<file path="src/rtl/col_clk_pkg.sv">
package col_clk_pkg;
  localparam int unsigned NUM_DIG   = 8;
  localparam int unsigned NUM_COL   = 4;
  localparam int unsigned DSEL_W    = $clog2(NUM_DIG);
  localparam int unsigned CSEL_W    = 2;
  localparam int unsigned NUM_CAND  = 1 << CSEL_W;
  localparam int unsigned DIV_W     = 2;
  localparam int unsigned REG_W     = 8;
  localparam int unsigned ISEL_USED = 2 * DSEL_W;

  typedef enum logic [CSEL_W-1:0] {
    SRC_BASE1 = 2'b00,
    SRC_BASE2 = 2'b01,
    SRC_MIDA  = 2'b10,
    SRC_MIDB  = 2'b11
  } col_src_e;

  function automatic logic [CSEL_W-1:0] col_field(input logic [REG_W-1:0] r, input int unsigned k);
    return r[k*CSEL_W +: CSEL_W];
  endfunction

  function automatic logic [DIV_W-1:0] div_next(input logic [DIV_W-1:0] c, input logic step);
    return step ? c + 1'b1 : c;
  endfunction
endpackage

</file>
<file path="src/rtl/ccr_cfg_regs.sv">
module ccr_cfg_regs
  import col_clk_pkg::*;
(
  input  logic                 clk,
  input  logic                 rst,
  input  logic                 we,
  input  logic                 waddr,
  input  logic [REG_W-1:0]     wdata,
  input  logic                 raddr,
  output logic [REG_W-1:0]     rdata,
  output logic [ISEL_USED-1:0] isel_reg,
  output logic [REG_W-1:0]     csel_reg
);
  localparam int unsigned PAD_W = REG_W - ISEL_USED;

  wire wr_isel = we && !waddr;
  wire wr_csel = we && waddr;

  always_ff @(posedge clk) begin
    if (rst) begin
      isel_reg <= '0;
      csel_reg <= '0;
    end else begin
      if (wr_isel) isel_reg <= wdata[ISEL_USED-1:0];
      if (wr_csel) csel_reg <= wdata;
    end
  end

  always_comb rdata = raddr ? csel_reg : {{PAD_W{1'b0}}, isel_reg};

  p_write_lands_r7: assert property (@(posedge clk) disable iff (rst)
    wr_csel |=> (csel_reg == $past(wdata)));
endmodule

</file>
<file path="src/rtl/ccr_src_mux.sv">
module ccr_src_mux
  import col_clk_pkg::*;
(
  input  logic [NUM_DIG-1:0]   dig_q,
  input  logic [ISEL_USED-1:0] isel,
  output logic                 mid_a,
  output logic                 mid_b
);
  wire [DSEL_W-1:0] sel_a = isel[DSEL_W-1:0];
  wire [DSEL_W-1:0] sel_b = isel[ISEL_USED-1:DSEL_W];

  always_comb begin
    mid_a = dig_q[sel_a];
    mid_b = dig_q[sel_b];
  end
endmodule

</file>
<file path="src/rtl/ccr_col_div.sv">
module ccr_col_div
  import col_clk_pkg::*;
(
  input  logic                clk,
  input  logic                rst,
  input  logic [NUM_CAND-1:0] cand,
  input  logic [CSEL_W-1:0]   cfg_sel,
  output logic                col_out
);
  logic [CSEL_W-1:0] act_sel;
  logic              prev_lvl;
  logic [DIV_W-1:0]  cnt;

  wire lvl_act   = cand[act_sel];
  wire lvl_new   = cand[cfg_sel];
  wire at_bound  = (cnt == '0);
  wire do_switch = at_bound && (cfg_sel != act_sel);
  wire rise      = !do_switch && lvl_act && !prev_lvl;

  always_ff @(posedge clk) begin
    if (rst) begin
      act_sel  <= SRC_BASE1;
      prev_lvl <= 1'b0;
      cnt      <= '0;
    end else if (do_switch) begin
      act_sel  <= cfg_sel;
      prev_lvl <= lvl_new;
    end else begin
      prev_lvl <= lvl_act;
      cnt      <= div_next(cnt, rise);
    end
  end

  assign col_out = cnt[DIV_W-1];

  p_switch_at_bound_r5: assert property (@(posedge clk) disable iff (rst)
    (act_sel != $past(act_sel)) |-> ($past(cnt) == '0));
  p_count_step_r4: assert property (@(posedge clk) disable iff (rst)
    rise |=> (cnt == $past(cnt) + 1'b1));
  p_count_hold_r4: assert property (@(posedge clk) disable iff (rst)
    !rise |=> $stable(cnt));
  p_out_after_edge_r4: assert property (@(posedge clk) disable iff (rst)
    !$stable(col_out) |-> $past(rise));
endmodule

</file>
<file path="src/rtl/col_clk_router.sv">
module col_clk_router
  import col_clk_pkg::*;
(
  input  logic               ref_clk,
  input  logic               rst,
  input  logic               base_clk1,
  input  logic               base_clk2,
  input  logic [NUM_DIG-1:0] dig_clk,
  input  logic               cfg_we,
  input  logic               cfg_addr,
  input  logic [REG_W-1:0]   cfg_wdata,
  input  logic               cfg_raddr,
  output logic [REG_W-1:0]   cfg_rdata,
  output logic [NUM_COL-1:0] col_clk
);
  logic [ISEL_USED-1:0] isel_reg;
  logic [REG_W-1:0]     csel_reg;
  logic [NUM_DIG-1:0]   dig_q;
  logic                 base1_q, base2_q;
  logic                 mid_a, mid_b;
  logic [NUM_CAND-1:0]  cand;

  always_ff @(posedge ref_clk) begin
    if (rst) begin
      dig_q   <= '0;
      base1_q <= 1'b0;
      base2_q <= 1'b0;
    end else begin
      dig_q   <= dig_clk;
      base1_q <= base_clk1;
      base2_q <= base_clk2;
    end
  end

  ccr_cfg_regs u_regs (
    .clk(ref_clk), .rst(rst), .we(cfg_we), .waddr(cfg_addr), .wdata(cfg_wdata),
    .raddr(cfg_raddr), .rdata(cfg_rdata), .isel_reg(isel_reg), .csel_reg(csel_reg)
  );

  ccr_src_mux u_mux (.dig_q(dig_q), .isel(isel_reg), .mid_a(mid_a), .mid_b(mid_b));

  always_comb begin
    cand            = '0;
    cand[SRC_BASE1] = base1_q;
    cand[SRC_BASE2] = base2_q;
    cand[SRC_MIDA]  = mid_a;
    cand[SRC_MIDB]  = mid_b;
  end

  for (genvar k = 0; k < NUM_COL; k++) begin : g_col
    ccr_col_div u_div (
      .clk(ref_clk), .rst(rst), .cand(cand),
      .cfg_sel(col_field(csel_reg, k)), .col_out(col_clk[k])
    );
  end
endmodule

</file>
<file path="config.mk">
export PLATFORM = sky130hd
export DESIGN_NAME = col_clk_router
export DESIGN_NICKNAME = d
export VERILOG_FILES = /design/src/rtl/col_clk_pkg.sv /design/src/rtl/ccr_cfg_regs.sv /design/src/rtl/ccr_src_mux.sv /design/src/rtl/ccr_col_div.sv /design/src/rtl/col_clk_router.sv
export SDC_FILE = /design/constraint.sdc
export NUM_CORES = 1
export LEC_CHECK = 0
export BUFFER_PORTS_ARGS = -buffer_cell sky130_fd_sc_hd__buf_2
export CAP_MARGIN = 20
export CORE_UTILIZATION = 38
export CTS_BUF_LIST = sky130_fd_sc_hd__clkbuf_2
export CTS_CLUSTER_SIZE = 28
export DETAILED_ROUTE_END_ITERATION = 8
export PLACE_DENSITY = 0.56
export SLEW_MARGIN = 0
export SYNTH_ARGS = -nofsm -noshare
export SYNTH_HDL_FRONTEND = slang
export SYNTH_SLANG_ARGS = --single-unit
</file>
<file path="constraint.sdc">
create_clock -name ref_clk -period 3.3 [get_ports ref_clk]
set_clock_uncertainty 0.05 [all_clocks]
set_input_delay 0.495 -clock ref_clk [delete_from_list [all_inputs] [get_ports ref_clk]]
set_output_delay 0.495 -clock ref_clk [all_outputs]
set_load 0.01 [all_outputs]
</file>
==> results.txt <==
The clock network latency to the later pin of the worst-skew pair came out at 410 ps. Across every metal layer, demand over resource in global routing totals 0.148. The required arrival time at the worst endpoint came out at between 3000 and 4000 ps. The effective utilization at floorplan came out at 0.399. The worst endpoint data arrival time came out at between 2000 and 2500 ps. The estimated wirelength of the detail-placed design came out at roughly 3100 µm.

The top fanout value on the critical path came out at 8. The library cells used most frequently in the layout, excluding fill and tap cells, are sky130_fd_sc_hd__dfxtp_1, sky130_fd_sc_hd__buf_2, sky130_fd_sc_hd__nor2_1. The violation count after the first detailed-routing iteration came out at 39. The per-instance average area after synthesis is a little over 10 µm².

The first global-routing pass estimated ~7100 µm of wire. The tree is rooted in a sky130_fd_sc_hd__clkbuf_2. After routing the design area is 0.00250 mm².

The worst reg2reg path depth is 5. In the final routed layout, each cell accounts on average for approximately 13 µm. Based on the critical path, the design can be clocked at up to 472 MHz.

The aggregate global routing overflow came out at 0. The final critical delay including setup and external delays came out at between 2000 and 2500 ps. The power density normalized to cell area is ~440 mW/mm². The summed instance area of the synthesized netlist came out at about 0.0022 mm². In this run the worst hold path is classified as primary input to flop. Max-cap violations in this run came to 0. The number of instances in the synthesized netlist is around 220.

The number of global-route vias before repair came out at between 1000 and 1500. The most common cell after layout, fill and taps aside is sky130_fd_sc_hd__dfxtp_1. The worst setup path is captured at a flop. TritonCTS built the clock tree.

The critical path is of the flop to flop type. The share of the clock period used by the worst path came out at 0.642. The largest vdd supply drop is ~0.23 mV.

In this run the critical register-to-register path is captured at g_col[1].u_div.prev_lvl. The core region is 0.00557 mm². Timing analysis after detailed placement gives a worst setup slack of between 1000 and 1500 ps.

Hold repair after CTS inserted 0 buffers. The non-filler instance count after layout came out at approximately 320. The I/O pin count came out at 35. 0 antenna diodes ended up in the layout. The worst-case register-to-register setup slack is 1180 ps. The total die area is between 0.006 and 0.007 mm². Buffers inserted during clock tree synthesis total 5. The post-detailed-route DRC marker count is 0. Once placement completed, the tool counted placed cells totaling between 300 and 400. The final count of hold timing violations was 0. The setup slack of the critical path after layout is around 1200 ps.

The instance area after placement came out at around 0.0024 mm². The post-CTS setup-driven buffer insertion count came out at 0. For this run, the register share of the synthesized area comes to 0.396. Yosys mapped the design onto 29 distinct sky130hd cell types. The H-tree level count came out at 2. The number of antenna violations at the first check in global routing is 0. The element type at the critical path start is a flop. The global placer's final weighted congestion is roughly 0.74. The post-synthesis register bit count came out at 44. The number of core rows is 27. In this run the static leakage power is approximately 1.1 nW. For this run, the post-layout net count is around 270.

The area growth from synthesis to final layout is 12.2%. The synthesized net count came out at ~240. Wires add up to approximately 4200 µm. The run finished with clean final reports. The die height came out at 78.5 µm. The buffer depth of the longest clock path came out at 2. The final setup violation count came out at 0.

The slew at the pin closest to its max-slew limit came out at a little under 600 ps. The worst pin sits at a relative slew slack of 0.603. The worst reg2reg path startpoint is u_regs.isel_reg[3]. Gates resized during post-CTS repair numbered 0. Setup repair after global routing left no endpoint under its margin. The horizontal die dimension is 78.5 µm. After routing, the total negative slack on setup checks comes to 0 ps. The clock-pin slew reported for the worst setup and hold paths after clock tree synthesis came out at 230 ps.

The count of warnings emitted by yosys is 0. The number of slew-limit violations in the final report came out at 0. The first-pass detailed-route iteration total came out at 4.

The largest net degree at the start of global routing is 36. The residual antenna-violating net count after detailed routing came out at 0. The average via count per standard cell is around 4.8. The count of clock tree sinks came out at 44.

The end point of the critical path is g_col[1].u_div.prev_lvl. In the final layout, the share of cells above drive strength 1 is 0.283. The launching instance or port of the critical path is u_regs.isel_reg[3]. The count of port buffers added during placement is 34.

Summing over every cut layer, the via total after detailed routing is 1538.
layer usage:
metal / wire length [µm] / up-vias / GRT usage
li1: - / 803 / -
met1: 2070 / 697 / 0.197
met2: 1880 / 34 / 0.234
met3: 160 / 4 / 0.0372
met4: 44 / 0 / 0.0444
met5: 0 / - / 0
synth_stat cells, drive strengths merged:
cell type / number / area, µm²
clkbuf: 8 / 30.0
buf: 5 / 33.8
nand2b: 13 / 81.3
a21o: 3 / 22.5
a211oi: 4 / 45.1
a21oi: 12 / 60.1
nor4: 1 / 12.5
mux2i: 21 / 221
or3: 1 / 6.26
xor2: 6 / 52.6
a21boi: 1 / 7.51
nor2: 22 / 82.6
and2: 2 / 12.5
nor2b: 11 / 68.8
o22ai: 1 / 12.5
nand3: 8 / 40.0
o21ai: 6 / 30.0
inv: 8 / 30.0
nand2: 11 / 41.3
ha: 4 / 50.1
dfxtp: 44 / 881
mux2: 15 / 191
mux4: 8 / 195
xnor2: 2 / 17.5
how the worst min path moves through the flow:
stage / startpoint / end / slack (ps) / depth (start not counted)
2_1_floorplan: g_col[0].u_div.cnt[1] / g_col[0].u_div.cnt[1] / 410 / 2
3_3_place_gp: g_col[3].u_div.cnt[1] / g_col[3].u_div.cnt[1] / 430 / 2
3_5_place_dp: g_col[2].u_div.cnt[1] / g_col[2].u_div.cnt[1] / 440 / 2
4_1_cts: dig_clk[5] / dig_q[5] / 200 / 2
5_1_grt: dig_clk[2] / dig_q[2] / 170 / 2
6_report: dig_clk[4] / dig_q[4] / 220 / 2
cell families (layout without fill, tap and decap cells):
| kind of cell | Yosys count | count (layout) | share of synthesized area |
|---|---|---|---|
| mux | 44 | 44 | 0.273 |
| xor+xnor | 8 | 8 | 0.0315 |
| simple gates | 69 | 69 | 0.155 |
| compound gates | 27 | 27 | 0.0798 |
| buf+inv | 21 | 51 | 0.0422 |
| fa+ha+maj | 4 | 4 | 0.0225 |
| flops | 44 | 44 | 0.396 |
area by class of cell:
cell class	instances	area (µm²)
clock buffer	5	25.0
clock inverter	3	42.5
fill	566	3080
inverter	8	30.0
multi-input combinational	152	1250
sequential	44	881
tap	72	90.1
timing repair buffer	35	178
worst max-delay path, cell delays in order, from the launching register on:
cell	delay (ps)
sky130_fd_sc_hd__dfxtp_1	440
sky130_fd_sc_hd__mux4_1	550
sky130_fd_sc_hd__mux2_4	340
sky130_fd_sc_hd__mux4_2	480
sky130_fd_sc_hd__nand2b_1	80
sky130_fd_sc_hd__a21oi_1	60
per-stage QoR:
stage	hold slack [ps]	util	total power [mW]
6_report	224	0.448	1.10
5_1_grt	169	0.448	1.16
4_1_cts	196	0.448	1.11
3_5_place_dp	438	0.436	0.806
3_3_place_gp	429	0.436	0.803
2_1_floorplan	412	-	0.758
power breakdown:
part	internal, mW	total (mW)	switching, mW
clock network	0.127	0.303	0.177
registers	0.565	0.595	0.0297
logic	0.107	0.198	0.0911
total	0.799	1.10	0.298
(Power assumes the default switching activity.)
